<file path="src/rtl/ext_prot_pkg.sv">
package ext_prot_pkg;

    localparam int REG_AW = 2;
    localparam int REG_DW = 3;

    typedef enum logic [REG_AW-1:0] {
        REG_CFG  = 2'd0,
        REG_IRQ  = 2'd1,
        REG_STAT = 2'd2,
        REG_SWC  = 2'd3
    } reg_sel_e;

    localparam int CFG_EN_BIT   = 0;
    localparam int CFG_LOCK_BIT = 1;
    localparam int IRQ_IE_BIT   = 0;
    localparam int IRQ_FLAG_BIT = 1;

    typedef struct packed {
        logic recov;
        logic dis;
        logic chg;
    } sw_ctrl_t;

    typedef struct packed {
        logic chg;
        logic dis;
        logic recov;
    } fet_drv_t;

    function automatic fet_drv_t gate_fets(sw_ctrl_t sw, logic force_off);
        fet_drv_t d;
        d.chg   = sw.chg   & ~force_off;
        d.dis   = sw.dis   & ~force_off;
        d.recov = sw.recov & ~force_off;
        return d;
    endfunction

endpackage

</file>
<file path="src/rtl/ext_prot_sync.sv">
module ext_prot_sync #(
    parameter int STAGES = 2
) (
    input  logic clk,
    input  logic rst,
    input  logic pin_raw,
    input  logic active,
    output logic pin_sync,
    output logic edge_pulse
);
    logic [STAGES-1:0] chain;
    logic              prev_q;

    generate
        if (STAGES == 1) begin : g_single
            always_ff @(posedge clk) begin
                if (rst) chain <= '0;
                else     chain <= pin_raw;
            end
        end else begin : g_multi
            always_ff @(posedge clk) begin
                if (rst) chain <= '0;
                else     chain <= {chain[STAGES-2:0], pin_raw};
            end
        end
    endgenerate

    always_ff @(posedge clk) begin
        if (rst) prev_q <= 1'b0;
        else     prev_q <= chain[STAGES-1];
    end

    assign pin_sync   = chain[STAGES-1];
    assign edge_pulse = active & (chain[STAGES-1] ^ prev_q);
endmodule

</file>
<file path="src/rtl/ext_prot_regs.sv">
module ext_prot_regs
    import ext_prot_pkg::*;
(
    input  logic              clk,
    input  logic              rst,
    input  logic              reg_wr,
    input  reg_sel_e          reg_sel,
    input  logic [REG_DW-1:0] reg_wdata,
    input  logic              edge_pulse,
    output logic              feat_en,
    output logic              cfg_lock,
    output logic              irq_ie,
    output logic              irq_flag,
    output sw_ctrl_t          sw_ctrl
);
    logic wr_cfg, wr_irq, wr_swc;

    assign wr_cfg = reg_wr && (reg_sel == REG_CFG);
    assign wr_irq = reg_wr && (reg_sel == REG_IRQ);
    assign wr_swc = reg_wr && (reg_sel == REG_SWC);

    always_ff @(posedge clk) begin
        if (rst) begin
            feat_en  <= 1'b1;
            cfg_lock <= 1'b0;
            irq_ie   <= 1'b0;
            irq_flag <= 1'b0;
            sw_ctrl  <= '0;
        end else begin
            if (wr_cfg) begin
                if (!cfg_lock) feat_en <= reg_wdata[CFG_EN_BIT];
                if (reg_wdata[CFG_LOCK_BIT]) cfg_lock <= 1'b1;
            end
            if (wr_irq) irq_ie <= reg_wdata[IRQ_IE_BIT];
            if (edge_pulse)
                irq_flag <= 1'b1;
            else if (wr_irq && reg_wdata[IRQ_FLAG_BIT])
                irq_flag <= 1'b0;
            if (wr_swc) sw_ctrl <= sw_ctrl_t'(reg_wdata);
        end
    end
endmodule

</file>
<file path="src/rtl/ext_prot_gate.sv">
module ext_prot_gate
    import ext_prot_pkg::*;
(
    input  logic     rst,
    input  logic     feat_en,
    input  logic     pin_raw,
    input  sw_ctrl_t sw_ctrl,
    output fet_drv_t fet_drv,
    output logic     pin_override
);
    logic force_off;

    assign force_off    = feat_en & pin_raw;
    assign fet_drv      = gate_fets(sw_ctrl, force_off);
    assign pin_override = feat_en | rst;
endmodule

</file>
<file path="src/rtl/ext_prot_ctrl.sv">
module ext_prot_ctrl
    import ext_prot_pkg::*;
#(
    parameter int SYNC_STAGES = 2
) (
    input  logic              clk,
    input  logic              rst,
    input  logic              prot_pin,
    input  logic              reg_wr,
    input  logic [REG_AW-1:0] reg_addr,
    input  logic [REG_DW-1:0] reg_wdata,
    output logic [REG_DW-1:0] reg_rdata,
    output logic              chg_fet_en,
    output logic              dis_fet_en,
    output logic              recov_en,
    output logic              pin_override,
    output logic              irq
);
    reg_sel_e reg_sel;
    logic     feat_en, cfg_lock, irq_ie, irq_flag;
    logic     pin_sync, edge_pulse;
    sw_ctrl_t sw_ctrl;
    fet_drv_t fet_drv;

    assign reg_sel = reg_sel_e'(reg_addr);

    ext_prot_sync #(.STAGES(SYNC_STAGES)) u_sync (
        .clk        (clk),
        .rst        (rst),
        .pin_raw    (prot_pin),
        .active     (feat_en),
        .pin_sync   (pin_sync),
        .edge_pulse (edge_pulse)
    );

    ext_prot_regs u_regs (
        .clk        (clk),
        .rst        (rst),
        .reg_wr     (reg_wr),
        .reg_sel    (reg_sel),
        .reg_wdata  (reg_wdata),
        .edge_pulse (edge_pulse),
        .feat_en    (feat_en),
        .cfg_lock   (cfg_lock),
        .irq_ie     (irq_ie),
        .irq_flag   (irq_flag),
        .sw_ctrl    (sw_ctrl)
    );

    ext_prot_gate u_gate (
        .rst          (rst),
        .feat_en      (feat_en),
        .pin_raw      (prot_pin),
        .sw_ctrl      (sw_ctrl),
        .fet_drv      (fet_drv),
        .pin_override (pin_override)
    );

    always_comb begin
        reg_rdata = '0;
        unique case (reg_sel)
            REG_CFG:  begin
                reg_rdata[CFG_EN_BIT]   = feat_en;
                reg_rdata[CFG_LOCK_BIT] = cfg_lock;
            end
            REG_IRQ:  begin
                reg_rdata[IRQ_IE_BIT]   = irq_ie;
                reg_rdata[IRQ_FLAG_BIT] = irq_flag;
            end
            REG_STAT: reg_rdata[0] = pin_sync & feat_en;
            REG_SWC:  reg_rdata = sw_ctrl;
        endcase
    end

    assign chg_fet_en = fet_drv.chg;
    assign dis_fet_en = fet_drv.dis;
    assign recov_en   = fet_drv.recov;
    assign irq        = irq_flag & irq_ie;
endmodule

</file>
<file path="config.mk">
export PLATFORM = sky130hd
export DESIGN_NAME = ext_prot_ctrl
export DESIGN_NICKNAME = d
export VERILOG_FILES = /design/src/rtl/ext_prot_pkg.sv /design/src/rtl/ext_prot_sync.sv /design/src/rtl/ext_prot_regs.sv /design/src/rtl/ext_prot_gate.sv /design/src/rtl/ext_prot_ctrl.sv
export SDC_FILE = /design/constraint.sdc
export NUM_CORES = 1
export LEC_CHECK = 0
export ABC_CLOCK_PERIOD_IN_PS = 1900
export BUFFER_PORTS_ARGS = -buffer_cell sky130_fd_sc_hd__buf_2
export CAP_MARGIN = 25
export CORE_UTILIZATION = 40
export DETAILED_ROUTE_END_ITERATION = 12
export PLACE_DENSITY = 0.64
export REMOVE_ABC_BUFFERS = 1
export SLEW_MARGIN = 40
export SYNTH_ARGS = -nofsm -noshare
export SYNTH_HDL_FRONTEND = slang
export SYNTH_HIERARCHICAL = 1
export SYNTH_SLANG_ARGS = --single-unit
</file>
<file path="constraint.sdc">
create_clock -name clk -period 1.9 [get_ports clk]
set_input_delay 0.38 -clock clk [delete_from_list [all_inputs] [get_ports clk]]
set_output_delay 0.38 -clock clk [all_outputs]
set_load 0.01 [all_outputs]
</file>
**After elaboration in Yosys (flattened, before gate mapping)**

Index checks and enable logic that the tools add are counted.

- Register bits after elaboration: 10
- Latch bits: 0
- Memory bits (writable): 0
- ROM bits: 0
- Bits of input ports: 9
- Output and inout bits: 8
- Word-level logic and storage cells: 36
- Memories kept: 0

- Add/sub/neg operators: 0
- Multiply operators: 0
- Div/mod/pow operators: 0
- Order comparisons: 0
- Equality and inequality tests: 3
- Shifts and indexed selects: 0
- Mux-type cells: 5
- Bitwise logic cells: 11
- Reduce and logical (&&, ||, !) cells: 8

Operators by type and width:

| cell | count |
|---|---|
| bitwise AND 1 bit | 7 |
| equality test 2 bit (second input constant) | 2 |
| logical AND 1 bit | 4 |
| one-hot mux 1 bit (4 select lines) | 1 |
| AND reduction 2 bit | 2 |
| 2-to-1 mux 1 bit | 3 |
| one-hot mux 1 bit (3 select lines) | 1 |
| equality test 2 x 1 -> 1 bit (second input constant) | 1 |
| zero test 2 bit | 1 |
| inverter 1 bit | 2 |
| nonzero test 2 bit | 1 |
| OR 1 bit | 1 |
| bitwise XOR 1 bit | 1 |

**Longest topological paths before layout**

- Word-level depth: 5
- Mapped depth: 4
- Gate-level depth less buffers: 4

**By module**

Netlist, hierarchy kept.

By module, submodules not included:

| module | times used | cells an instance | area an instance (sq um) | sequential area each (sq um) |
|---|---|---|---|---|
| ext_prot_regs | 1 | 31 | 324.1 | 140.1 |
| ext_prot_sync | 1 | 8 | 93.8 | 60.1 |
| ext_prot_ctrl | 1 | 9 | 72.6 | 0.0 |
| ext_prot_gate | 1 | 4 | 28.8 | 0.0 |

**Worst setup path before layout**

OpenSTA, ideal clock, no wires.

- Kind: input to output
- Start: input port reg_addr[0]
- End: output port reg_rdata[0]
- Arrival: 773 ps
- Data required time: 1520 ps
- Slack: 747 ps
- Stages on the path: 2
- Buffers on the path: 0
- Path through: mux2i_1 -> a211oi_2

- Cells in the longest elaborated chain, start to end: 2
- Elaborated cells between the ends (all ways): 5
- Classes of those cells: 3 x eq/ne; 1 x mux; 1 x reduce/logical

Ends and longest elaborated chain:

| element | line | source |
|---|---|---|
| start, declared | ext_prot_ctrl.sv:10 | `input logic [REG_AW-1:0] reg_addr,` |
| equality test 2 bit (tied with other cells) | ext_prot_ctrl.sv:61 | `unique case (reg_sel)` |
| one-hot mux 1 bit (4 select lines) (*) | ext_prot_ctrl.sv:61 |  |
| end, declared | ext_prot_ctrl.sv:12 | `output logic [REG_DW-1:0] reg_rdata,` |

Every way passes the cells marked *; elsewhere a longest branch is shown, timed or not.

**Worst setup path in the final report**

- Start: register u_regs.feat_en
- End: output port reg_rdata[0]

- Cells in the longest elaborated chain, start to end: 2

Ends and longest elaborated chain:

| element | line | source |
|---|---|---|
| start, declared | ext_prot_regs.sv:10 | `output logic feat_en,` |
| start signal, assigned | ext_prot_regs.sv:31 | `if (!cfg_lock) feat_en <= reg_wdata[CFG_EN_BIT];` |
| bitwise AND 1 bit | ext_prot_ctrl.sv:70 | `REG_STAT: reg_rdata[0] = pin_sync & feat_en;` |
| one-hot mux 1 bit (4 select lines) (*) | ext_prot_ctrl.sv:61 |  |

Marks and branches as above.

==> metrics.md <==
| Metric | Value |
|---|---|
| Peak Freq | 670 MHz |
| Max-Cap Viols | 0 |
| Antenna Violating Nets Remaining | 0 |
| Crit. Startpoint | u_regs/feat_en |
| Skew-Pair Late Insertion Delay | 260 ps |
| Sum Neg Setup Slack | 0 ps |
| Synth-to-layout area growth | 20.2% |
| Tot Pwr | 422 µW |
| Clock tree from TritonCTS | yes |
| Yosys reg bits | 10 |
| Tmin final | 1490 ps |
| Via count | 420 |
| Placed cells | 80 |
| Reg clk slew, reported paths | 60 ps |
| Register area share after synthesis | about two fifths |
| CTS sink count | 10 |
| Cells after synthesis | 52 |
| Gr usage total | between 10% and 20% |
| Initial Util | 44.9% |
| Leak | 0.000281 µW |
| Top-area cell type share of the netlist area | 38.6% |
| Final period util | 78.5% |
| Commonest non-fill, non-tap cell in the layout | buf_2 |
| Max Clock Skew | 0.374 ps |
| Root Driver | clkbuf_4 |
| Worst Setup Slack post-DPL | approximately 450 ps |
| Worst-path cell chain | nor2_1 -> a211oi_2 -> buf_2 |
| # rows | 12 |
| Synthesis warning total | 6 |
| DRC viols | 0 |
| Tightest Hold Check Type | in -> reg |
| Most frequent cells in the layout | 16 x buf_2, 10 x dfxtp_1, 8 x nand2b_1 |
| Startpoint Class | register |
| Area contributors post-synth | dfxtp_1 39%, mux2i_1 13%, nand2b_1 9.6% |
| Port-buffer cells | 16 |
| Die Area | approximately 1400 µm² |
| Pwr dens | 676 nW/µm² |
| HPWL Detailed | slightly below 800 µm |
| 1st-pass router iterations | 4 |
| Vias/cell | approximately 5.1 |
| # IOs | 17 |
| Routability Congestion | between 0.7 and 0.8 |
| Slowest stage delay, CP | 430 ps |
| Num CTS Buffers | 3 |
| Die Span Y | 38.0 µm |
| Critical path peak fanout | 7 |
| Sw Share | a little under a quarter |
| Number of setup buffers added after CTS | 0 |
| Comb power frac | a little over an eighth |
| # diodes | 0 |
| First-pass GRT wire length | around 1600 µm |
| # fillers | roughly 120 |
| # setup viols final | 0 |
| Slowest-stage cell, CP | dfxtp_1 |
| Worst VDD drop | 0.000462 V |
| Hold_buf cts | 0 |
| Gr ovfl total | 0 |
| Syn Std Cell Area | roughly 520 µm² |
| WL/cell | 12.2 µm |
| Final Hold Vio Count | 0 |
| Status | complete, no violations |
| Flop pwr share | between 50% and 60% |
| Yosys cell types | 23 |
| RSZ-0062 raised after global routing | false |
| Least-Margin Pin Slew | 267 ps |
| P_int | 321 µW |
| Final WS setup | 408 ps |
| WS Path Type | reg -> out |
| Cell Count, Final, Fillers Out | between 80 and 90 |
| Post-synth top area cell | dfxtp_1 |
| Max transition margin | 82.0% |
| Largest net degree at the start of global routing | 15 |
| Worst Hold Launch | prot_pin |
| Clock buffer depth | 2 |
| Final nets | 80 |
| Share of post-route cells with drive strength above 1 | 33.3% |
| Psw | 101 µW |
| Clock power share | 33.2% |
| First DRT Iteration DRCs | 3 |
| Crit. End Element | output port |
| Final wirelength | 1010 µm |
| Worst Path Required | between 1500 and 2000 ps |
| Core Box Area | 1160 µm² |
| CTS H-Tree Depth | 1 |
| Overall die width | 38.0 µm |
| # resized after CTS | 0 |
| Vias in the first global route | 399 |
| Crit path DAT | 1110 ps |
| Slew Limit Fails | 0 |
| Worst flop-to-flop path startpoint | u_sync/chain[1] |
| Initial antenna violation count | 0 |
| Post-synthesis average cell area | 9.99 µm² |
==> area by class of cell <==
class                   count  area, µm²  area share (%)
clock buffers               3       22.5            3.61
inverters                   1       3.75           0.601
multi-input cells          39        300            48.1
flip-flops and latches     10        200            32.1
well taps                  14       17.5            2.81
repair buffers             16       80.1            12.8
==> Yosys cell counts <==
library cell,number
a211oi_2,1
a21boi_0,3
and2_1,2
and3_1,1
and3_2,1
buf_6,1
clkbuf_1,1
dfxtp_1,10
inv_1,1
mux2i_1,7
nand2b_1,8
nand3_1,1
nand3b_1,1
nor2_1,3
nor2b_1,3
nor3b_2,1
nor4b_2,1
nor4bb_1,1
o21a_1,1
o21ai_1,1
o221a_1,1
or2_1,1
xor2_1,1
==> registers in the layout, summed over array words and instances, names as in the netlist <==
name             cells
u_regs/sw_ctrl       3
u_sync/chain         2
u_regs/cfg_lock      1
u_regs/feat_en       1
u_regs/irq_flag      1
u_regs/irq_ie        1
u_sync/prev_q        1
==> logic make-up (layout without fill, tap and decap cells) <==
kind of cell    count (synthesis)  after routing  synth area share, %
mux                             7              7                 13.5
xor+xnor                        1              1                 1.69
buf+inv                         3             20                 3.61
flops                          10             10                 38.6
simple gates                   24             24                 31.3
compound gates                  7              7                 11.3
==> path summary, 6_finish.rpt <==
path,endpoint,slack (ps),cells past startpoint
min reg2reg,u_sync/chain[1],450,1
min,u_sync/chain[0],370,2
max,reg_rdata[0],410,3
max reg2reg,u_regs/irq_flag,830,4
==> through the flow <==
stage	hold slack, ps	util, %	cell area [µm²]
final	370	54.0	624
after global routing	396	54.0	624
after CTS	362	54.0	624
after detailed placement	438	52.1	602
after global placement	416	52.1	602
after floorplan	414	-	504
==> critical path: cells and delay by family (launching register included) <==
kind	cells	cell delay [ps]
flip-flops	1	430
AO/OA/AOI/OAI	1	190
AND/OR/NAND/NOR	1	80
buffers and inverters	1	150
==> layer usage <==
metal / up-vias / global-route usage, % / part of all wire [%]
met2: 19 / 27.1 / 45
met5: - / 0 / 0
met3: 0 / 9.88 / 7.2
met1: 187 / 20.1 / 48
li1: 214 / - / -
met4: 0 / 5.36 / 0
==> power groups by stage <==
| stage | Combinational [µW] | Sequential (µW) | Clock [µW] |
|---|---|---|---|
| after floorplan | 31.5 | 228 | 0 |
| after global placement | 55.7 | 230 | 0 |
| after detailed placement | 57.3 | 230 | 0 |
| after CTS | 57.5 | 225 | 147 |
| after global routing | 62.9 | 226 | 157 |
| final | 56.6 | 225 | 140 |
Note: power is estimated with default switching activity, not from simulation.
